===== config.mk =====
export PLATFORM = sky130hd
export DESIGN_NAME = addr_window_xlate
export DESIGN_NICKNAME = d
export VERILOG_FILES = /design/src/rtl/axl_pkg.sv /design/src/rtl/axl_control.sv /design/src/rtl/axl_datapath.sv /design/src/rtl/addr_window_xlate.sv
export SDC_FILE = /design/constraint.sdc
export NUM_CORES = 1
export LEC_CHECK = 0
export BUFFER_PORTS_ARGS = -buffer_cell sky130_fd_sc_hd__buf_4
export CELL_PAD_IN_SITES_DETAIL_PLACEMENT = 1
export CELL_PAD_IN_SITES_GLOBAL_PLACEMENT = 1
export CORE_MARGIN = 2
export CORE_UTILIZATION = 45
export CTS_BUF_LIST = sky130_fd_sc_hd__clkbuf_4
export DETAILED_ROUTE_END_ITERATION = 10
export HOLD_SLACK_MARGIN = 0.08
export PLACE_DENSITY = 0.88
export RECOVER_POWER = 100
export SYNTH_ARGS = -nofsm -noshare
export SYNTH_HDL_FRONTEND = slang
export SYNTH_SLANG_ARGS = --single-unit

===== constraint.sdc =====
create_clock -name clk -period 3.39 [get_ports clk]
set_clock_uncertainty 0.15 [all_clocks]
set_input_delay 0.5085 -clock clk [delete_from_list [all_inputs] [get_ports clk]]
set_output_delay 0.5085 -clock clk [all_outputs]
set_load 0.02 [all_outputs]

===== src/rtl/axl_pkg.sv =====
package axl_pkg;
  localparam int ADDR_W    = 32;
  localparam int GEN_WIN   = 2;
  localparam int HI_W      = 12;
  localparam int IO_W      = 8;
  localparam int SIZE_W    = 4;
  localparam int MAX_SIZE  = 11;
  localparam int SEL_W     = 3;
  localparam int TYPE_W    = 3;
  localparam int WIN_IDX_W = 2;
  localparam logic [TYPE_W-1:0] CYC_IO = 3'b001;

  typedef struct packed {
    logic [GEN_WIN-1:0] wrBase;
    logic [GEN_WIN-1:0] wrMap;
    logic               wrIoBase;
    logic               wrIoMap;
    logic               capture;
  } ctlStrobes_t;
endpackage


===== src/rtl/axl_control.sv =====
module axl_control
  import axl_pkg::*;
(
  input  logic             clk,
  input  logic             rstN,
  input  logic             regWrEn,
  input  logic [SEL_W-1:0] regSel,
  input  logic             reqValid,
  output ctlStrobes_t      strobes
);
  always_comb begin
    strobes = '0;
    strobes.capture = reqValid;
    if (regWrEn) begin
      case (regSel)
        3'd0: strobes.wrBase[0] = 1'b1;
        3'd1: strobes.wrMap[0]  = 1'b1;
        3'd2: strobes.wrBase[1] = 1'b1;
        3'd3: strobes.wrMap[1]  = 1'b1;
        3'd4: strobes.wrIoBase  = 1'b1;
        3'd5: strobes.wrIoMap   = 1'b1;
        default: ;
      endcase
    end
  end

  // at most one register written per cycle, none for codes 6 and 7
  p_one_write_r2: assert property (@(posedge clk) disable iff (!rstN)
    $onehot0({strobes.wrBase, strobes.wrMap, strobes.wrIoBase, strobes.wrIoMap}));
  p_bad_sel_r2: assert property (@(posedge clk) disable iff (!rstN)
    (regWrEn && regSel > 3'd5) |->
      !(|{strobes.wrBase, strobes.wrMap, strobes.wrIoBase, strobes.wrIoMap}));
endmodule


===== src/rtl/axl_datapath.sv =====
module axl_datapath
  import axl_pkg::*;
(
  input  logic                 clk,
  input  logic                 rstN,
  input  ctlStrobes_t          strobes,
  input  logic [ADDR_W-1:0]    regWrData,
  input  logic [ADDR_W-1:0]    reqAddr,
  output logic                 rspValid,
  output logic                 rspHit,
  output logic [WIN_IDX_W-1:0] rspWin,
  output logic [ADDR_W-1:0]    rspAddr,
  output logic [TYPE_W-1:0]    rspType,
  output logic                 rspAdLow
);
  localparam int LOW_W = ADDR_W - HI_W;
  localparam int IO_LOW_W = ADDR_W - IO_W;

  logic [HI_W-1:0]   genBase  [GEN_WIN];
  logic [SIZE_W-1:0] genSize  [GEN_WIN];
  logic              genPref  [GEN_WIN];
  logic              genEn    [GEN_WIN];
  logic [HI_W-1:0]   genMap   [GEN_WIN];
  logic [TYPE_W-1:0] genType  [GEN_WIN];
  logic              genAdLow [GEN_WIN];
  logic [IO_W-1:0]   ioBase;
  logic              ioEn;
  logic [IO_W-1:0]   ioMap;

  logic [GEN_WIN-1:0] genHit;
  logic [ADDR_W-1:0]  genXlate [GEN_WIN];

  for (genvar w = 0; w < GEN_WIN; w++) begin : g_win
    logic [SIZE_W-1:0] sizeClamp;
    logic [HI_W-1:0]   hiMask;

    always_ff @(posedge clk) begin
      if (!rstN) begin
        genBase[w] <= '0; genSize[w] <= '0; genPref[w] <= 1'b0; genEn[w] <= 1'b0;
        genMap[w]  <= '0; genType[w] <= '0; genAdLow[w] <= 1'b0;
      end else begin
        if (strobes.wrBase[w]) begin
          genBase[w] <= regWrData[ADDR_W-1:LOW_W];
          genSize[w] <= regWrData[7:4];
          genPref[w] <= regWrData[3];
          genEn[w]   <= regWrData[0];
        end
        if (strobes.wrMap[w]) begin
          genMap[w]   <= regWrData[15:4];
          genType[w]  <= regWrData[3:1];
          genAdLow[w] <= regWrData[0];
        end
      end
    end

    always_comb begin
      sizeClamp = (genSize[w] > SIZE_W'(MAX_SIZE)) ? SIZE_W'(MAX_SIZE) : genSize[w];
      hiMask    = {HI_W{1'b1}} << sizeClamp;
      genHit[w] = genEn[w] &&
                  (((reqAddr[ADDR_W-1:LOW_W] ^ genBase[w]) & hiMask) == '0);
      genXlate[w] = {(genMap[w] & hiMask) | (reqAddr[ADDR_W-1:LOW_W] & ~hiMask),
                     reqAddr[LOW_W-1:0]};
    end
  end

  always_ff @(posedge clk) begin
    if (!rstN) begin
      ioBase <= '0; ioEn <= 1'b0; ioMap <= '0;
    end else begin
      if (strobes.wrIoBase) begin
        ioBase <= regWrData[15:8];
        ioEn   <= regWrData[0];
      end
      if (strobes.wrIoMap) ioMap <= regWrData[15:8];
    end
  end

  logic ioHit;
  assign ioHit = ioEn && (reqAddr[ADDR_W-1:IO_LOW_W] == ioBase);

  logic                 nxtHit;
  logic [WIN_IDX_W-1:0] nxtWin;
  logic [ADDR_W-1:0]    nxtAddr;
  logic [TYPE_W-1:0]    nxtType;
  logic                 nxtAdLow;

  always_comb begin
    nxtHit = 1'b0; nxtWin = '0; nxtAddr = '0; nxtType = '0; nxtAdLow = 1'b0;
    if (ioHit) begin
      nxtHit  = 1'b1;
      nxtWin  = WIN_IDX_W'(GEN_WIN);
      nxtAddr = {ioMap, reqAddr[IO_LOW_W-1:0]};
      nxtType = CYC_IO;
    end
    for (int w = GEN_WIN - 1; w >= 0; w--) begin
      if (genHit[w]) begin
        nxtHit   = 1'b1;
        nxtWin   = WIN_IDX_W'(w);
        nxtAddr  = genXlate[w];
        nxtType  = genType[w];
        nxtAdLow = genAdLow[w];
      end
    end
  end

  always_ff @(posedge clk) begin
    if (!rstN) begin
      rspValid <= 1'b0; rspHit <= 1'b0; rspWin <= '0;
      rspAddr <= '0; rspType <= '0; rspAdLow <= 1'b0;
    end else begin
      rspValid <= strobes.capture;
      if (strobes.capture) begin
        rspHit <= nxtHit; rspWin <= nxtWin; rspAddr <= nxtAddr;
        rspType <= nxtType; rspAdLow <= nxtAdLow;
      end
    end
  end

  p_miss_zero_r9: assert property (@(posedge clk) disable iff (!rstN)
    (rspValid && !rspHit) |-> (rspAddr == '0 && rspType == '0 && !rspAdLow && rspWin == '0));
  p_io_cycle_r6: assert property (@(posedge clk) disable iff (!rstN)
    (rspValid && rspHit && rspWin == WIN_IDX_W'(GEN_WIN)) |-> (rspType == CYC_IO && !rspAdLow));
  p_win_range_r7: assert property (@(posedge clk) disable iff (!rstN)
    rspHit |-> (rspWin <= WIN_IDX_W'(GEN_WIN)));
  p_valid_next_r10: assert property (@(posedge clk) disable iff (!rstN)
    strobes.capture |=> rspValid);
  p_idle_hold_r10: assert property (@(posedge clk) disable iff (!rstN)
    !strobes.capture |=> (!rspValid && $stable(rspAddr) && $stable(rspHit)));
  p_low_bits_r4: assert property (@(posedge clk) disable iff (!rstN)
    (strobes.capture && genHit[0]) |=> (rspAddr[LOW_W-1:0] == $past(reqAddr[LOW_W-1:0])));
endmodule


===== src/rtl/addr_window_xlate.sv =====
module addr_window_xlate
  import axl_pkg::*;
(
  input  logic                 clk,
  input  logic                 rstN,
  input  logic                 regWrEn,
  input  logic [SEL_W-1:0]     regSel,
  input  logic [ADDR_W-1:0]    regWrData,
  input  logic                 reqValid,
  input  logic [ADDR_W-1:0]    reqAddr,
  output logic                 rspValid,
  output logic                 rspHit,
  output logic [WIN_IDX_W-1:0] rspWin,
  output logic [ADDR_W-1:0]    rspAddr,
  output logic [TYPE_W-1:0]    rspType,
  output logic                 rspAdLow
);
  ctlStrobes_t strobes;

  axl_control u_ctl (
    .clk(clk), .rstN(rstN), .regWrEn(regWrEn), .regSel(regSel),
    .reqValid(reqValid), .strobes(strobes)
  );

  axl_datapath u_dp (
    .clk(clk), .rstN(rstN), .strobes(strobes), .regWrData(regWrData),
    .reqAddr(reqAddr), .rspValid(rspValid), .rspHit(rspHit), .rspWin(rspWin),
    .rspAddr(rspAddr), .rspType(rspType), .rspAdLow(rspAdLow)
  );
endmodule


==> metrics.txt <==
Vias/cell=around 5.5; layout cell share with drive strength beyond 1=~18%; first-pass GRT wire length=about 26000 um; Async SR Flop Fraction=0%; EDFF count, synth=64; gr usage total=approximately a quarter; vias in the first global route=4917; Tcrit/Tclk final=about 93%; Pins Over Slew Limit=45; Die Span Y=~120 um; FP Rows=40; setup bufs post-CTS=0; Max Buffers Root-to-Sink=2; flop-to-flop setup slack=0.23 ns; worst setup path endpoint=u_dp.rspAddr[14]; setup TNS=0 ns; Ports=approximately 110; Yosys warnings=0; Netlist cell types=54; Final Hold Viols=0; hold crit path type=in2reg; synth top area cells=edfxtp_1, dfxtp_1, and2_1; PortBufs=106; die area=about 13000 um2; FF-to-FF path depth=7; leading cell types in the layout, fill and taps excluded=buf_4, edfxtp_1, dfxtp_1, nand2_1, clkbuf_1; Final #Nets=slightly above 700; register area share after synthesis=between 50% and 60%; Core Footprint=approximately 12000 um2; Pleak=about 2.6 nW; Layout area overhead=26.4%; Cells after Synth=between 500 and 600; synthesized area=roughly 5600 um2; Clock Tree Root=clkbuf_4; CTS buffer count=17; clk_lat worst skew=0.55 ns; largest area contributor in the netlist=edfxtp_1; clk sink count=approximately 120; WS Path Type=reg2reg; WL/cell=around 20 um; initial DRC count=about 300; CTS HTree Levels=4; Final ANT Viol Nets=0; CTS tree=yes; commonest non-fill, non-tap cell in the layout=buf_4; DPL Wire Length=between 10000 and 15000 um; Initial Utilization=about 46%; Final Worst Setup Slack=0.228 ns; Crit. End Element=flop; drt first pass iters=4; flops & latches, synth=123; Post-Place Worst Slack=approximately 0.22 ns; Final setup violation count=0; CP Launch Type=flop; arrival time at the worst endpoint=approximately 3.4 ns; Synthesized Nets=roughly 580; Hold Path Origin=regWrData[4]; Via Count=about 4600; Worst-path clk slew=~0.11 ns; RR Startpoint=u_dp.genSize[0][3]; GRT Residual Overflow=0; worst rel slew slack=-10.5%; Req. time, crit path=approximately 3.7 ns; f_max=between 300 and 400 MHz; initial antenna violation count=0; failing checks=max-capacitance violations, max-slew violations; GPL Wtd Cong=roughly 0.91; drt drc=0; CP max FO=20; P per Cell Area=between 400 and 500 nW/um2; die width=around 120 um; post-synth top area share=about a third; syn_area_per_cell=around 11 um2; wirelength, routed=16800 um; outcome=complete, but fails checks; Least-Margin Pin Slew=about 1.7 ns; worst vdd ir=~0.00021 V; Tmin final=3.16 ns; RSZ-0062 raised after global routing=false; CP Launch Point=u_dp.genSize[0][3]; Primary FF master, synth=edfxtp_1; Final Core Density=approximately three fifths; largest net degree at the start of global routing=45; FF-to-FF End=u_dp.rspAddr[14]; Max-Cap Viols=1
[Yosys cell counts (2+ instances only)]
| library cell | instances |
|---|---|
| or3_1 | 2 |
| a211oi_1 | 2 |
| xor2_1 | 10 |
| and3_1 | 3 |
| buf_4 | 3 |
| a31oi_1 | 3 |
| nor2_1 | 18 |
| nand3_1 | 5 |
| and2_1 | 66 |
| a221oi_1 | 8 |
| a21oi_1 | 9 |
| inv_1 | 4 |
| mux2_2 | 10 |
| a21boi_0 | 17 |
| nand2_1 | 49 |
| a22oi_1 | 3 |
| o211ai_1 | 3 |
| buf_6 | 3 |
| o21ai_0 | 35 |
| o21a_1 | 2 |
| nand4b_1 | 2 |
| xnor2_1 | 22 |
| dfxtp_1 | 59 |
| o31ai_1 | 5 |
| nor2b_1 | 3 |
| clkbuf_1 | 19 |
| nor2_2 | 2 |
| mux2i_1 | 12 |
| buf_2 | 6 |
| nor3b_1 | 3 |
| a22o_1 | 22 |
| a21o_1 | 2 |
| nor3_1 | 7 |
| edfxtp_1 | 64 |
| o22ai_1 | 2 |
[worst max-delay path: stages, from the launching register on]
cell       delay (ns)
edfxtp_1         0.68
or4_1            0.68
o211ai_1         0.22
a2111oi_0        0.10
and3_1           0.26
nor3_1           0.46
nor2_4           0.20
a22o_1           0.28
[repair_timing]
item / in CTS / in global routing
gates resized for setup: 0 / 1
endpoints found under the hold margin: 60 / 0
endpoints found under the setup margin: 0 / 20
hold buffers: 43 / 0
[stage by stage]
stage	power, mW	hold slack [ns]	area [um2]	instances
floorplan	1.88	0.293	5570	504
global placement	2.03	0.287	6530	761
detailed placement	2.05	0.293	6530	761
CTS	3.09	0.0831	7230	836
global route	3.17	0.0943	7040	836
finish	3.06	0.125	7040	837
[flip-flops by register name, summed over array words and instances, names as in the netlist, 3 cells and up]
name and cells:
u_dp.genBase 24, u_dp.genType 6, u_dp.rspType 3, u_dp.ioMap 8, u_dp.genMap 24, u_dp.genSize 8
u_dp.rspAddr 32, u_dp.ioBase 8
[routing by layer]
metal | track usage [%] | part of all wire (%) | vias up
met5 | 0 | 0 | -
met4 | 12.6 | 3.5 | 0
met3 | 5.64 | 5.1 | 47
met2 | 46.9 | 51 | 186
met1 | 29.0 | 40 | 2218
li1 | - | - | 2122
[layout make-up]
| cell class | count | area (um2) |
|---|---|---|
| Clock buffer | 22 | 165 |
| Antenna cell | 1 | 2.50 |
| Sequential cell | 123 | 3100 |
| Timing Repair Buffer | 163 | 1150 |
| Clock inverter | 10 | 100 |
| Multi-Input combinational cell | 346 | 2290 |
| Inverter | 4 | 15.0 |
| Fill cell | 1352 | 5020 |
| Tap cell | 168 | 210 |
[cells by family (layout without fill, tap and decap cells)]
kind of cell / Yosys count / count (layout) / share of synthesized area [%]
AND/OR/NAND/NOR: 170 / 170 / 16.5
flip-flops: 123 / 123 / 55.7
AO/OA/AOI/OAI: 122 / 122 / 15.5
buffers and inverters: 35 / 199 / 3.10
XOR/XNOR: 32 / 32 / 5.03
multiplexers: 22 / 22 / 4.18
other: 0 / 1 / 0
[report_power, final]
group	internal [mW]	switching, mW	leakage, nW
clock network	0.467	0.532	0.152
registers	1.63	0.0491	1.10
logic	0.176	0.198	1.30
total	2.28	0.779	2.55
[worst min path at each step]
stage	end	slack [ns]	cells past startpoint
6_report	u_dp.genMap[0][0]	0.12	2
5_1_grt	u_dp.rspAddr[23]	0.09	3
4_1_cts	u_dp.genBase[1][7]	0.08	2
3_5_place_dp	u_dp.rspAddr[20]	0.29	2
3_3_place_gp	u_dp.rspAddr[20]	0.29	2
2_1_floorplan	u_dp.ioMap[6]	0.29	2
No activity file was read; power rests on OpenSTA's default activity.
